--- config.mk ---
export PLATFORM = sky130hd
export DESIGN_NAME = modq_addsub
export DESIGN_NICKNAME = d
export VERILOG_FILES = /design/src/rtl/modq_pkg.sv /design/src/rtl/modq_raw.sv /design/src/rtl/modq_fold.sv /design/src/rtl/modq_pick.sv /design/src/rtl/modq_addsub.sv
export SDC_FILE = /design/constraint.sdc
export NUM_CORES = 1
export LEC_CHECK = 0
export ABC_AREA = 1
export CORE_ASPECT_RATIO = 1.75
export CORE_UTILIZATION = 30
export DETAILED_ROUTE_END_ITERATION = 6
export DONT_BUFFER_PORTS = 1
export HOLD_SLACK_MARGIN = 0.12
export PLACE_DENSITY_LB_ADDON = 0.12
export RECOVER_POWER = 50
export SLEW_MARGIN = 20
export SYNTH_ARGS = -nofsm -noshare
export SYNTH_HDL_FRONTEND = slang
export SYNTH_SLANG_ARGS = --single-unit
--- constraint.sdc ---
create_clock -name clk_i -period 0.99 [get_ports clk_i]
set_input_delay 0.0495 -clock clk_i [delete_from_list [all_inputs] [get_ports clk_i]]
set_output_delay 0.0495 -clock clk_i [all_outputs]
set_load 0.03 [all_outputs]
--- src/rtl/modq_pkg.sv ---
package modq_pkg;
  // select = {raw sign, down-candidate sign}
  typedef enum logic [1:0] {
    SEL_DN  = 2'b00,
    SEL_RAW = 2'b01,
    SEL_BAD = 2'b10,
    SEL_UP  = 2'b11
  } pick_e;
endpackage

--- src/rtl/modq_raw.sv ---
module modq_raw #(
  parameter int IW = 10
) (
  input  logic [IW-1:0] a_i,
  input  logic [IW-1:0] b_i,
  input  logic          sub_i,
  output logic [IW-1:0] raw_o
);
  logic [IW-1:0] b_op;
  // subtract as a + ~b + 1 through one carry chain
  assign b_op  = sub_i ? ~b_i : b_i;
  assign raw_o = a_i + b_op + IW'(sub_i);
endmodule

--- src/rtl/modq_fold.sv ---
module modq_fold #(
  parameter int IW = 10
) (
  input  logic [IW-1:0] raw_i,
  input  logic [IW-1:0] mod_i,
  output logic [IW-1:0] up_o,
  output logic [IW-1:0] dn_o
);
  assign up_o = raw_i + mod_i;
  assign dn_o = raw_i - mod_i;
endmodule

--- src/rtl/modq_pick.sv ---
module modq_pick
  import modq_pkg::*;
#(
  parameter int IW = 10
) (
  input  logic [IW-1:0] raw_i,
  input  logic [IW-1:0] up_i,
  input  logic [IW-1:0] dn_i,
  output pick_e         sel_o,
  output logic [IW-1:0] res_o
);
  assign sel_o = pick_e'({raw_i[IW-1], dn_i[IW-1]});

  always_comb begin
    unique case (sel_o)
      SEL_DN:  res_o = dn_i;
      SEL_RAW: res_o = raw_i;
      SEL_BAD: res_o = up_i;
      SEL_UP:  res_o = up_i;
      default: res_o = raw_i;
    endcase
  end
endmodule

--- src/rtl/modq_addsub.sv ---
module modq_addsub
  import modq_pkg::*;
#(
  parameter int W = 8
) (
  input  logic         clk_i,
  input  logic         rst_ni,
  input  logic         valid_i,
  input  logic         op_sub_i,
  input  logic [W-1:0] x_i,
  input  logic [W-1:0] y_i,
  input  logic [W-1:0] mod_i,
  output logic [W-1:0] res_o,
  output logic         valid_o
);
  localparam int IW = W + 2;

  logic [IW-1:0] x_ext, y_ext, m_ext, raw, up, dn, picked;
  pick_e         sel;

  assign x_ext = {2'b00, x_i};
  assign y_ext = {2'b00, y_i};
  assign m_ext = {2'b00, mod_i};

  modq_raw #(.IW(IW)) u_raw (
    .a_i(x_ext), .b_i(y_ext), .sub_i(op_sub_i), .raw_o(raw)
  );

  modq_fold #(.IW(IW)) u_fold (
    .raw_i(raw), .mod_i(m_ext), .up_o(up), .dn_o(dn)
  );

  modq_pick #(.IW(IW)) u_pick (
    .raw_i(raw), .up_i(up), .dn_i(dn), .sel_o(sel), .res_o(picked)
  );

  always_ff @(posedge clk_i or negedge rst_ni) begin
    if (!rst_ni) begin
      res_o   <= '0;
      valid_o <= 1'b0;
    end else begin
      valid_o <= valid_i;
      if (valid_i) res_o <= picked[W-1:0];
    end
  end

  // legal operand condition
  logic legal;
  assign legal = (x_i < mod_i) && (y_i < mod_i) && mod_i[W-1];

  p_lat_r7: assert property (@(posedge clk_i) disable iff (!rst_ni)
    valid_i |=> valid_o);
  p_idle_r7: assert property (@(posedge clk_i) disable iff (!rst_ni)
    !valid_i |=> !valid_o);
  p_hold_r8: assert property (@(posedge clk_i) disable iff (!rst_ni)
    !valid_i |=> $stable(res_o));
  p_range_r1: assert property (@(posedge clk_i) disable iff (!rst_ni)
    (valid_i && legal) |=> (res_o < $past(mod_i)));
  p_no_overflow_r3: assert property (@(posedge clk_i) disable iff (!rst_ni)
    (valid_i && legal) |-> (picked[IW-1:W] == 2'b00));
  p_add_nonneg_r3: assert property (@(posedge clk_i) disable iff (!rst_ni)
    (valid_i && legal && !op_sub_i) |-> !raw[IW-1]);
  p_sel_legal_r2: assert property (@(posedge clk_i) disable iff (!rst_ni)
    (valid_i && legal) |-> (sel != SEL_BAD));
  p_equal_sub_r5: assert property (@(posedge clk_i) disable iff (!rst_ni)
    (valid_i && legal && op_sub_i && (x_i == y_i)) |=> (res_o == '0));
endmodule

==> results.md <==
- Outcome: finished with violations
- Failing checks: hold timing, setup timing
- Clk Latency, worst-skew pair: 230 ps
- Unrepaired setup endpoints after global routing: true
- Most common cell on crit path: nand2_4
- Tcrit/Tclk final: 237%
- DRC: 0
- Max Clock Skew: 0 ps
- CP bufs+invs: 3
- First-pass GRT wire length: 9.12 mm
- Worst EP arrival: 2510 ps
- Hold Crit Class: input pin to flip-flop
- # rows: 37
- Cell area after synthesis: 1840 um^2
- DP Wirelength: 4.52 mm
- Antenna violations before repair: 0
- Worst-path cell chain: inv_8, nand2_4, and2_4, fa_2, nand2_2, nand2_4, nand2_4, o21bai_4, xnor2_2, inv_2, ha_4, inv_2, a21o_1, a21oi_4, nand3_2, nor2_4, nand2_4, nor2_2, nor2_1, nor2_1
- Max Fclk: 427 MHz
- Die width: 61.2 um
- Die area: 6450 um^2
- Simple-Gate Fraction of Synth Area: 42.1%
- Starting Density: 31.2%
- Inserted Clock Buffers: 3
- GRT overflow: 0
- Final Wtd Congestion: 0.904
- Crit path max-delay cell type: fa_2
- Instance count of the mapped netlist: 297
- Detail Route Antenna Nets: 0
- Hold buffers post-CTS: 1
- Setup-failing EPs final: 8
- Via density per instance: 4.57
- Leakage: 1.58 nW
- Synth Area in Compound Gates: 5.99%
- Wirelength per Cell: 12.3 um
- Root buf cell: clkbuf_8
- Final Util: 49.1%
- Number of max-cap violations: 0
- Nets: 437
- Post-synthesis mux area share: 0%
- Largest family of logic cells by synthesized area: simple AND/OR/NAND/NOR gates
- Inst Count DP: 437
- Syn_nets: 350
- Largest stage delay, worst path: 360 ps
- Seq/Total Area, Yosys: 12.3%
- CP Launch Type: input pin
- Post-synthesis adder-cell area fraction: 18.3%
- Height of the die: 106 um
- Port bufs: 0
- Final wirelength: 5.67 mm
- Ports: 37
- Synth Area in XOR/XNOR: 8.11%
- Slew @ Worst Pin: 397 ps
- GRT Util Overall: 18.9%
- Clock-pin slew on the worst setup and hold paths: 40 ps
- 1st-pass router iterations: 4
- Area Growth Syn to Fin: 57.2%
- Synth cell types: 29
- Worst vdd ir: 538 uV
- Fin. max-slew vios: 0
- Fin crit period: 2340 ps
- Top delay family on crit path: simple AND/OR/NAND/NOR gates
- Hold slack: -152 ps
- Post-layout worst setup margin: -1350 ps
- Via count: 2109
- Crit path required time: 1150 ps
- Synth Register Bits: 9
- Clock sinks: 9
- CTS tree: yes
- WS Path Type: input pin to flip-flop
- Max_slew headroom: 73.5%
- Final Non-Filler Cells: 461
- Average cell area after synthesis: 6.18 um^2
- Number of synthesis warnings: 0
- Final hold vios: 8
- CP Capture Type: flip-flop
- Share of layout cells above drive strength 1: 37.9%
- Pin count of the biggest net entering global routing: 16
- Vias in the first global route: 2129
- H-Tree Depth: 1
- Clock Path Buffers: 2
- PD cells: 1790 nW/um^2
- Initial DRC count: 45
- Antenna diodes: 0
- Critical path fanouts, max: 13
- Core Region: 5880 um^2
[per-layer routing]
| metal | vias to the layer above | track usage [%] | share of wire [%] |
|---|---|---|---|
| met4 | 0 | 7.31 | 3.2 |
| met3 | 13 | 0.982 | 2.6 |
| met2 | 44 | 39.7 | 60 |
| li1 | 1101 | - | - |
| met5 | - | 0 | 0 |
| met1 | 951 | 16.7 | 34 |
[Yosys cell counts]
cell      instances  area (um^2)
or2_2             1         6.26
o21a_1            1         7.51
a21oi_2           3         26.3
buf_4             2         15.0
nand3_1          35          175
xor2_1           15          131
o21bai_1          3         22.5
a31oi_1           1         6.26
or2_1             1         6.26
inv_1            52          195
a21oi_1           7         35.0
o21ai_0           1         5.00
nand4_4           1         21.3
fa_1              3         60.1
buf_6             1         11.3
ha_1             22          275
nor2_1           32          120
xnor2_1           2         17.5
inv_2             2         7.51
and2_4            1         8.76
nand3_2           3         30.0
a21o_1            1         7.51
nor2_2            5         31.3
buf_2             3         15.0
nand2_1          80          300
nand3_4           1         17.5
nand4_1           6         37.5
dfrtp_1           9          225
nand2_2           3         18.8
[worst paths after layout]
check,from,end,slack [ps],depth (start not counted)
min in group asynchronous,rst_ni,res_o[1]$_DFFE_PN0P_,180,1
worst max-delay path,op_sub_i,res_o[2]$_DFFE_PN0P_,-1350,20
worst min-delay path,valid_i,valid_o$_DFF_PN0_,-150,0
worst max register to register,res_o[1]$_DFFE_PN0P_,res_o[1]$_DFFE_PN0P_,160,3
worst min register to register,res_o[4]$_DFFE_PN0P_,res_o[4]$_DFFE_PN0P_,480,2
max in group asynchronous,rst_ni,res_o[3]$_DFFE_PN0P_,530,1
[final cells by class]
class                   count  area [um^2]
clock buffers               4         45.0
flip-flops and latches      9          225
well taps                  78         97.6
repair buffers             87          659
inverters                  54          230
fillers                   601         2990
multi-input cells         229         1630
[state kept, by name (all words and copies together) (netlist names)]
| register | flops |
|---|---|
| valid_o | 1 |
| res_o | 8 |
[power by group]
group	switching [W]	internal, W
Combinational	0.00218	0.00200
Sequential	0.0000675	0.000499
Clock	0.000135	0.000280
Total	0.00239	0.00278
[cells by family after synthesis]
logic type	after synthesis
adders and majority gates	25
xor gates and xnor gates	17
DFF	9
AOI/OAI and AO/OA	17
and+or+nand+nor	169
buffers and inverters	60
[cell usage in the layout (no fill, tap or decap), types with 5 or more instances in the layout]
master   Yosys  final
xor2_1      15     13
a21oi_1      7      7
buf_4        2     85
nand2_2      3      5
dfrtp_1      9      9
nand3_2      3      6
nor2_1      32     25
nand2_1     80     72
nand3_1     35     29
nand3_4      1      5
ha_1        22     18
nand4_1      6      6
nand2_4      0      6
inv_1       52     47
nor2_2       5      8
[worst reg2reg max path, delay by kind of cell, from the launching register on]
kind | cells | cell delay [ps]
flops | 1 | 360
buf+inv | 1 | 30
simple gates | 2 | 330
[timing repair]
action                     in CTS  in global routing
gates cloned                    1                  0
resized for setup              30                 27
pin swaps                      17                 19
buffers inserted               17                  2
setup endpoints to repair       8                  8
hold endpoints to repair       18                  9
[through the flow]
step | cell area [um^2] | TNS, ps | hold WS, ps | setup slack (ps) | total power (W)
finish | 2890 | -10590 | -152 | -1350 | 0.00517
global route | 2890 | -11680 | -165 | -1520 | 0.00567
CTS | 2750 | -10640 | -157 | -1370 | 0.00496
detailed placement | 2440 | -13640 | -246 | -1760 | 0.00406
global placement | 2440 | -13250 | -246 | -1690 | 0.00405
floorplan | 1890 | -12110 | -246 | -1550 | 0.00272
(Power assumes the default switching activity.)
